==> src/rtl/pmon_pkg.sv <==
package pmon_pkg;
  // Strobes from control to datapath, one cycle each
  typedef struct packed {
    logic capHi;    // high-byte read: snapshot and clear
    logic rdHi;     // return high byte next cycle
    logic rdLo;     // return snapshot low byte next cycle
    logic errEvt;   // an errored M-frame closed this cycle
    logic winShift; // push one frame result into the history
    logic winBit;   // the result being pushed
    logic winClr;   // wipe the history and the flag
  } pmonStrb_t;
endpackage

==> src/rtl/pmon_ctrl.sv <==
module pmon_ctrl
  import pmon_pkg::*;
#(
  parameter int AW = 8,
  parameter logic [AW-1:0] ADDR_HI = 8'h54,
  parameter logic [AW-1:0] ADDR_LO = 8'h55
) (
  input  logic          frameEnd,
  input  logic          parityErr,
  input  logic          reframeDone,
  input  logic [AW-1:0] busAddr,
  input  logic          busRd,
  output pmonStrb_t     strb
);
  logic hitHi, hitLo;

  always_comb begin
    hitHi         = busRd && (busAddr == ADDR_HI);
    hitLo         = busRd && (busAddr == ADDR_LO);
    strb.capHi    = hitHi;
    strb.rdHi     = hitHi;
    strb.rdLo     = hitLo;
    strb.errEvt   = frameEnd && parityErr;
    strb.winClr   = reframeDone;
    strb.winShift = frameEnd && !reframeDone;
    strb.winBit   = parityErr;
  end
endmodule

==> src/rtl/pmon_dpath.sv <==
module pmon_dpath
  import pmon_pkg::*;
#(
  parameter int DW         = 8,
  parameter int WIN_LEN    = 5,
  parameter int WIN_THRESH = 2
) (
  input  logic          clk,
  input  logic          rstN,
  input  logic          parityFrameEn,
  input  pmonStrb_t     strb,
  output logic [DW-1:0] busRdata,
  output logic          oof
);
  localparam int CNT_W = 2 * DW;
  localparam logic [CNT_W-1:0] CNT_MAX = {CNT_W{1'b1}};
  localparam int PCW = $clog2(WIN_LEN + 1);
  localparam logic [PCW-1:0] THR = PCW'(WIN_THRESH);

  logic [CNT_W-1:0]   cnt, shadow;
  logic [WIN_LEN-1:0] win;
  logic [PCW-1:0]     winPop;

  // event counter with snapshot-and-clear
  always_ff @(posedge clk) begin
    if (!rstN) begin
      cnt    <= '0;
      shadow <= '0;
    end else begin
      if (strb.capHi) begin
        shadow <= cnt;
        cnt    <= {{(CNT_W-1){1'b0}}, strb.errEvt};
      end else if (strb.errEvt && cnt != CNT_MAX) begin
        cnt <= cnt + CNT_W'(1);
      end
    end
  end

  // registered read data
  always_ff @(posedge clk) begin
    if (!rstN) busRdata <= '0;
    else if (strb.rdHi) busRdata <= cnt[CNT_W-1 -: DW];
    else if (strb.rdLo) busRdata <= shadow[DW-1:0];
    else busRdata <= '0;
  end

  // frame history
  generate
    if (WIN_LEN > 1) begin : g_shift
      always_ff @(posedge clk) begin
        if (!rstN || strb.winClr) win <= '0;
        else if (strb.winShift) win <= {win[WIN_LEN-2:0], strb.winBit};
      end
    end else begin : g_single
      always_ff @(posedge clk) begin
        if (!rstN || strb.winClr) win <= '0;
        else if (strb.winShift) win <= strb.winBit;
      end
    end
  endgenerate

  always_comb begin
    winPop = '0;
    for (int i = 0; i < WIN_LEN; i++) winPop = winPop + PCW'(win[i]);
  end

  // sticky out-of-frame flag
  always_ff @(posedge clk) begin
    if (!rstN) oof <= 1'b0;
    else oof <= parityFrameEn && !strb.winClr && (oof || winPop >= THR);
  end

  AST_COUNT_STEP: assert property (@(posedge clk) disable iff (!rstN)
    (strb.errEvt && !strb.capHi && cnt != CNT_MAX) |=> cnt == $past(cnt) + CNT_W'(1));
  AST_SNAPSHOT: assert property (@(posedge clk) disable iff (!rstN)
    strb.capHi |=> shadow == $past(cnt));
  AST_CLR_KEEPS_EVENT: assert property (@(posedge clk) disable iff (!rstN)
    (strb.capHi && strb.errEvt) |=> cnt == CNT_W'(1));
  AST_CLR_EMPTY: assert property (@(posedge clk) disable iff (!rstN)
    (strb.capHi && !strb.errEvt) |=> cnt == '0);
  AST_NO_WRAP: assert property (@(posedge clk) disable iff (!rstN)
    (cnt == CNT_MAX && !strb.capHi) |=> cnt == CNT_MAX);
  AST_IDLE_BUS: assert property (@(posedge clk) disable iff (!rstN)
    !(strb.rdHi || strb.rdLo) |=> busRdata == '0);
  AST_OOF_HOLD: assert property (@(posedge clk) disable iff (!rstN)
    (oof && parityFrameEn && !strb.winClr) |=> oof);
  AST_REFRAME_CLR: assert property (@(posedge clk) disable iff (!rstN)
    strb.winClr |=> (!oof && win == '0));
  AST_OOF_OFF: assert property (@(posedge clk) disable iff (!rstN)
    !parityFrameEn |=> !oof);
endmodule

==> src/rtl/ds3_parity_mon.sv <==
module ds3_parity_mon
  import pmon_pkg::*;
#(
  parameter int DW         = 8,
  parameter int AW         = 8,
  parameter int WIN_LEN    = 5,
  parameter int WIN_THRESH = 2,
  parameter logic [AW-1:0] ADDR_HI = 8'h54,
  parameter logic [AW-1:0] ADDR_LO = 8'h55
) (
  input  logic          clk,
  input  logic          rstN,
  input  logic          frameEnd,
  input  logic          parityErr,
  input  logic          reframeDone,
  input  logic          parityFrameEn,
  input  logic [AW-1:0] busAddr,
  input  logic          busRd,
  output logic [DW-1:0] busRdata,
  output logic          oof
);
  pmonStrb_t strb;

  pmon_ctrl #(.AW(AW), .ADDR_HI(ADDR_HI), .ADDR_LO(ADDR_LO)) u_ctrl (
    .frameEnd(frameEnd), .parityErr(parityErr), .reframeDone(reframeDone),
    .busAddr(busAddr), .busRd(busRd), .strb(strb)
  );

  pmon_dpath #(.DW(DW), .WIN_LEN(WIN_LEN), .WIN_THRESH(WIN_THRESH)) u_dpath (
    .clk(clk), .rstN(rstN), .parityFrameEn(parityFrameEn), .strb(strb),
    .busRdata(busRdata), .oof(oof)
  );

  AST_RESET_OOF: assert property (@(posedge clk) !rstN |=> !oof);
endmodule

==> config.mk <==
export PLATFORM = sky130hd
export DESIGN_NAME = ds3_parity_mon
export DESIGN_NICKNAME = d
export VERILOG_FILES = /design/src/rtl/pmon_pkg.sv /design/src/rtl/pmon_ctrl.sv /design/src/rtl/pmon_dpath.sv /design/src/rtl/ds3_parity_mon.sv
export SDC_FILE = /design/constraint.sdc
export NUM_CORES = 1
export LEC_CHECK = 0
export BUFFER_PORTS_ARGS = -buffer_cell sky130_fd_sc_hd__buf_4
export CAP_MARGIN = 5
export CORE_MARGIN = 3
export CORE_UTILIZATION = 40
export DETAILED_ROUTE_END_ITERATION = 8
export GPL_ROUTABILITY_DRIVEN = 0
export PLACE_DENSITY_LB_ADDON = 0.05
export RECOVER_POWER = 100
export SETUP_SLACK_MARGIN = 0.15
export SYNTH_ARGS = -nofsm -noshare
export SYNTH_HDL_FRONTEND = slang
export SYNTH_HIERARCHICAL = 1
export SYNTH_SLANG_ARGS = --single-unit
==> constraint.sdc <==
create_clock -name clk -period 3 [get_ports clk]
set_input_delay 0.45 -clock clk [delete_from_list [all_inputs] [get_ports clk]]
set_output_delay 0.45 -clock clk [all_outputs]
set_load 0.01 [all_outputs]
======== Yosys cells after proc, flatten, opt, wreduce, memory -nomap -nowiden ========
Cells that the tools add are included.
storage, ports and cells
  register bits after elaboration ......... 38
  word-level logic and storage cells ...... 33
cells by class
  $add $sub $neg .......................... 5
  $lt $le $gt $ge ......................... 1
  equal/unequal tests ..................... 3
  mux-type cells .......................... 4
  bitwise logic cells ..................... 1
  reductions and logical operators ........ 13
operators with widths
  cell                                                                   number
  16-bit by 1-bit adder with 16-bit output, second input constant        1
  8-bit by 7-bit == test with 1-bit output, second input constant        2
  8-bit two-way mux                                                      2
  16-bit inequality test, second input constant                          1
  3-bit by 1-bit adder with 3-bit output                                 3
  1-bit logical AND                                                      7
  3-bit by 2-bit >= comparator with 1-bit output, second input constant  1
  1-bit by 1-bit adder with 2-bit output                                 1
  1-bit zero test                                                        2
  1-bit logical OR                                                       2
  1-bit two-way mux                                                      2
  2-bit nonzero test                                                     1
  2-bit OR reduction                                                     1
  1-bit NOT                                                              1

======== Depth between registers and ports, before layout ========
Gate-level depths: netlist (run 1).
  depth in word-level cells ............... 7
  gate-level depth with buffers ........... 8
  gate-level depth less buffers ........... 6

======== Hierarchy ========
The synthesis (run 1) kept the hierarchy.
by module, submodules not included
  module      instances  cells each  area each (µm²)
  pmon_dpath  1          199         1793.0
  pmon_ctrl   1          12          82.6

======== Least setup slack after synthesis (run 1) ========
Ideal clock, no wire load.
  kind .................................... input-to-reg
  start ................................... input busAddr[1]
  end ..................................... register u_dpath.shadow[0]
  library setup time ...................... 116 ps
  arrival ................................. 2017 ps
  slack ................................... 867 ps
  cell stages on the path ................. 6
  path buffers ............................ 2
  cells stage by stage .................... or4b_1 > nor3_1 > buf_4 > clkbuf_1 > mux2i_1 > nor2b_1
between the ends
  longest elaborated chain between the ends .. 2
ends and longest elaborated chain
  what                                      line                  source
  start, declared                           ds3_parity_mon.sv:17  input logic [AW-1:0] busAddr,
  8-bit by 7-bit == test with 1-bit output  pmon_ctrl.sv:18       hitHi = busRd && (busAddr == ADDR_HI);
  1-bit logical AND                         pmon_ctrl.sv:18
  via u_ctrl.hitHi                          pmon_ctrl.sv:15       logic hitHi, hitLo;
  end signal, assigned                      pmon_dpath.sv:31      shadow <= cnt;
  end, declared                             pmon_dpath.sv:20      logic [CNT_W-1:0] cnt, shadow;
The timed path passes the listed nets, and every way through them passes these cells.
A chain may end at the register's enable or synchronous reset.

==> results of run 1 <==
logic make-up (layout without fill, tap and decap cells):
group,after synthesis,after routing,share of synthesized area
AOI/OAI and AO/OA,36,36,0.136
xor gates and xnor gates,1,1,0.00467
adders and majority gates,3,3,0.0240
buffers and inverters,22,39,0.0567
DFF,38,38,0.406
muxes,14,14,0.0747
and+or+nand+nor,97,97,0.298
cell usage after synthesis (all sizes together) (4+ instances only):
library cell,instances
dfxtp,38
nand2,29
mux2i,14
o21ai,12
nor2,11
and2,10
nor2b,10
a21oi,8
clkbuf,8
buf,7
inv,7
nand3,7
nand4,5
or4,5
nand2b,4
nor3,4
power by group through the flow:
stage	sequential, mW	clock (mW)	combinational (mW)
floorplan	0.519	0	0.0259
global placement	0.520	0	0.0411
detailed placement	0.520	0	0.0419
CTS	0.508	0.536	0.0420
global route	0.508	0.561	0.0441
finish	0.508	0.526	0.0396
registers in the layout, summed over array words and instances (netlist names):
register / count
u_dpath/busRdata: 8
u_dpath/cnt: 16
u_dpath/oof: 1
u_dpath/shadow: 8
u_dpath/win: 5
metrics by stage:
step	cell area [µm²]	hold slack [ps]	utilization	setup slack, ps	instances
after floorplan	1880	467	-	867	211
after global placement	2050	485	0.460	715	272
after detailed placement	2050	507	0.460	678	272
after CTS	2180	379	0.491	993	280
after global routing	2090	412	0.470	697	280
final	2090	381	0.470	923	280
worst min-delay path by stage:
stage | from | to | slack (ps) | cells after the start
final | parityFrameEn | u_dpath/oof | 380 | 3
after global routing | parityFrameEn | u_dpath/oof | 410 | 3
after CTS | parityFrameEn | u_dpath/oof | 380 | 3
after detailed placement | u_dpath/shadow[3] | u_dpath/shadow[3] | 510 | 2
after global placement | u_dpath/win[4] | u_dpath/win[4] | 490 | 2
after floorplan | u_dpath/win[4] | u_dpath/win[4] | 470 | 2
cell type report:
| type | instances | area [µm²] |
|---|---|---|
| clock inverters | 3 | 68.8 |
| multi-input cells | 151 | 951 |
| clock buffers | 5 | 68.8 |
| fillers | 463 | 2360 |
| well taps | 52 | 65.1 |
| repair buffers | 24 | 146 |
| inverters | 7 | 26.3 |
| flip-flops and latches | 38 | 761 |
per-layer routing:
layer | part of all wire | wire [µm]
met1 | 0.46 | 1840
met2 | 0.50 | 2010
met3 | 0.034 | 138
met4 | 0.011 | 45
met5 | 0 | 0
worst reg2reg max path: stages (launching register included):
cell and delay [ps]:
dfxtp_1 500, nand4_1 270, o41ai_1 890, nand3b_1 140, a21boi_0 190
==> reports/qor.csv, run 1 <==
metric,value,unit
Post-synth EDFFs,0,
VDD IR-drop max,225,µV
Mean Syn Cell Area,8.89,µm²
Layout Nets,245,
clk_skew,9.43,ps
Worst R2R End,u_dpath/cnt[0],
Inserted Clock Buffers,5,
first-pass GRT wire length,6.78,mm
internal power,0.859,mW
worst r2r src,u_dpath/cnt[4],
Gate power share,0.037,
Clock Power Share,0.490,
vias in the first global route,1521,
outcome,"complete, no violations",
CP max stage cell,or4b_1,
PortBufs,23,
DR pass1 iterations,4,
root buf cell,clkbuf_8,
number of max-cap violations,0,
clk_lat worst skew,300,ps
DRC,0,
critical-path cell list,clkbuf_4 > or4b_1 > nor3_1 > nand2b_1 > nor2_1 > a31o_2,
CTS tree,done,
pin count of the biggest net entering global routing,25,
initial antenna violation count,0,
share of cells above drive strength 1,0.118,
kind of critical path,primary input to register,
met3 Usage GRT,0.0446,
Syn Inst Count,211,
Worst EP arrival,2280,ps
Setup crit end,u_dpath/cnt[15],
drt initial violations,66,
Post-Route WL,4.03,mm
Initial Util,0.422,
Leak,0.711,nW
Antenna diodes,0,
GR Util All Layers,0.158,
"Power, Total",1.07,mW
total number of vias,1546,
routed len/inst,14.4,µm
GRT overflow,0,
CP peak stage delay,530,ps
Sw Ratio,0.200,
sequential area share after synthesis,0.406,
most frequent cells in the layout,"38 x dfxtp_1, 29 x nand2_1, 14 x mux2i_1",
Levels on crit path,6,
"most common cell after layout, fill and taps aside",dfxtp_1,
Setup-failing EPs final,0,
Worst Reg-to-Reg Cells,4,
"Slew Viols, Final",0,
class of the worst hold path,primary input to register,
predominant post-synthesis flop cell,dfxtp_1,
busiest grt layer,met2,
slew of the pin with the lowest slew margin,879,ps
Worst EP required,3200,ps
Die Y,74.5,µm
"CP delay by family, top",simple AND/OR/NAND/NOR gates,
Critical path origin,busAddr[1],
Pwr Density,514,mW/mm²
largest area contributor in the netlist,dfxtp_1,
post-route ant nets,0,
die footprint,0.00555,mm²
CP Buf/Inv Count,1,
Seq pwr share,0.473,
CTS max path bufs,2,
Mapped Nets,229,
Tmin final,2080,ps
postcts setup bufs,0,
post-route setup TNS,0,ps
FMAX,0.481,GHz
final hold vios,0,
# rows,24,
RSZ-0062 raised after global routing,no,
FF-to-FF setup slack,930,ps
Syn Std Cell Area,0.00188,mm²
leading post-synthesis cells by cell area,"dfxtp_1 41%, mux2i_1 7.5%, nand2_1 5.8%, and2_1 3.3%, nor2b_1 3.3%",
DR vias/cell,5.52,
Clock Sinks,38,
Sw Pwr,0.215,mW
met2 usage in global routing,0.267,
Die X,74.5,µm
CP Capture Type,register,
Seq cells post-synth,38,
"Period Utilization, post-route",0.692,
IO Count,24,
Worst-path clk slew,80,ps
Synth async-reset ratio,0,
PostCTS Resize Cnt,0,
Synth-to-Final Area Change,11.3,%
CP Launch Type,primary input,
DP Wirelength,2.99,mm
H-tree Lvls,2,
GR Layer Usage met1,0.188,
Crit Path Max Fanout,11,
top cell type's share of synthesized area,0.406,
synth warn,6,
hold buffers post-CTS,0,
"Distinct cells, synth",42,
core area,0.00444,mm²
Relative slew margins,0.407,
(Power assumes the default switching activity.)
==> inputs of run 2 (changes only) <==
clock period = 2.15 ns   (was 3 ns; I/O delays follow)
==> run 2 against run 1 <==
Critical path type unchanged. Die area is the same. Global-route usage shrank 0.27 points. Combinational power grew 52%. Register-to-register slack lost 640 ps. Sequential power grew 40%. Cell count grew 2.1%. Final area grew 1.2%. Hold slack lost 120 ps. Utilization grew 0.56 points. Routed wire length shrank 1.7%. Critical path depth is the same.
==> reports/qor.csv, run 2 (synthesis gave the netlist of run 1 again) <==
metric,value,unit
Min-Delay Path Depth,3,
Antenna diodes,0,
first-pass GRT wire length,6.73,mm
post-route setup TNS,0,ps
Sw Pwr,0.267,mW
Seq pwr share,0.561,
slew of the pin with the lowest slew margin,553,ps
outcome,"complete, no violations",
Gate power share,0.048,
CTS max path bufs,2,
Hold Crit Endpoint,u_dpath/oof,
FMAX,0.537,GHz
Inserted Clock Buffers,5,
Worst R2R End,u_dpath/cnt[3],
Layout Nets,251,
core area,0.00444,mm²
CTS tree,done,
RSZ-0062 raised after global routing,no,
WHS,265,ps
most frequent cells in the layout,"37 x dfxtp_1, 29 x nand2_1, 18 x buf_4",
number of max-cap violations,0,
Reg area,762,µm²
Tmin final,1860,ps
Largest Register,u_dpath/cnt,
PortBufs,23,
share of cells above drive strength 1,0.154,
CP Capture Type,register,
largest registers,"u_dpath/cnt x16, u_dpath/busRdata x8, u_dpath/shadow x8",
Sw Ratio,0.211,
FF-to-FF setup slack,290,ps
Pwr Density,598,mW/mm²
Clock Sinks,38,
Worst-path clk slew,70,ps
clk_lat worst skew,280,ps
Die Y,74.5,µm
"Slew Viols, Final",0,
pin count of the biggest net entering global routing,27,
final hold vios,0,
DR pass1 iterations,4,
max reg flops,16,
die footprint,0.00555,mm²
initial antenna violation count,0,
Initial Util,0.422,
"Period Utilization, post-route",0.866,
Crit Path Max Fanout,26,
fill cell count,475,
Synth-to-Final Area Change,12.6,%
hold buffers post-CTS,0,
DR vias/cell,5.49,
routed len/inst,13.9,µm
Relative slew margins,0.630,
Worst Reg-to-Reg Cells,4,
"most common cell after layout, fill and taps aside",dfxtp_1,
vias in the first global route,1433,
worst r2r src,u_dpath/cnt[4],
H-tree Lvls,2,
kind of critical path,primary input to register,
Setup-failing EPs final,0,
GRT overflow,0,
Post-Route WL,3.96,mm
# rows,24,
GR Util All Layers,0.155,
post-route ant nets,0,
VDD IR-drop max,261,µV
area occupied by multi-input gates,978,µm²
internal power,0.997,mW
Worst EP required,2330,ps
Clock Power Share,0.391,
Die X,74.5,µm
IO Count,24,
total number of vias,1569,
class of the worst hold path,primary input to register,
drt initial violations,117,
DP Wirelength,3.03,mm
CP Launch Type,primary input,
min-delay src,parityFrameEn,
DRC,0,
Worst EP arrival,2040,ps
clk_skew,2.44,ps
root buf cell,clkbuf_8,
Leak,0.742,nW
[run 2: critical path, stage by stage]
cell and delay (ps):
clkbuf_4 100, or4b_1 570, nor3_2 230, clkbuf_2 470, o21ai_0 160, and2_0 170
[run 2: how the worst max path moves through the flow]
stage                               from                  end  slack, ps  cells after the start
final                         busAddr[1]  u_dpath/busRdata[2]        290                      6
after global placement        busAddr[1]  u_dpath/busRdata[1]        210                      6
after detailed placement      busAddr[1]      u_dpath/cnt[15]        190                      6
after global routing      u_dpath/cnt[4]       u_dpath/cnt[3]        120                      4
after CTS                 u_dpath/cnt[0]      u_dpath/cnt[10]        330                      5
after floorplan               busAddr[1]      u_dpath/cnt[15]        160                      7
[run 2: metrics by stage]
step | std cells | instance area, µm² | util | worst slack (ps) | total power [mW]
after global routing | 286 | 2110 | 0.475 | 118 | 1.32
after detailed placement | 278 | 2090 | 0.470 | 192 | 0.788
after global placement | 278 | 2090 | 0.470 | 214 | 0.786
after CTS | 286 | 2180 | 0.491 | 331 | 1.29
final | 286 | 2110 | 0.475 | 288 | 1.26
after floorplan | 211 | 1880 | - | 156 | 0.760
[run 2: metal layers]
metal / vias to the layer above / GRT usage / share of wire
met2: 39 / 0.259 / 0.50
met1: 738 / 0.195 / 0.43
met5: - / 0 / 0
met4: 0 / 0.0534 / 0.0096
li1: 786 / - / -
met3: 6 / 0.0405 / 0.059
[run 2: power groups by stage]
stage                     clock, mW  sequential (mW)  combinational (mW)
final                         0.494            0.709              0.0601
after global routing          0.546            0.710              0.0668
after CTS                     0.517            0.709              0.0625
after detailed placement          0            0.725              0.0624
after global placement            0            0.725              0.0611
after floorplan                   0            0.724              0.0362
[run 2: final cells by class]
cell class | count | area share
Inverter | 7 | 0.0124
Sequential cell | 38 | 0.361
Multi-Input combinational cell | 151 | 0.463
Timing Repair Buffer | 30 | 0.0895
Clock buffer | 7 | 0.0409
Tap cell | 52 | 0.0308
Clock inverter | 1 | 0.00237
[run 2: what timing repair did]
item	4_1_cts	5_1_grt
resized for setup	0	1
setup buffers	0	0
endpoints found under the hold margin	0	0
endpoints found under the setup margin	0	1
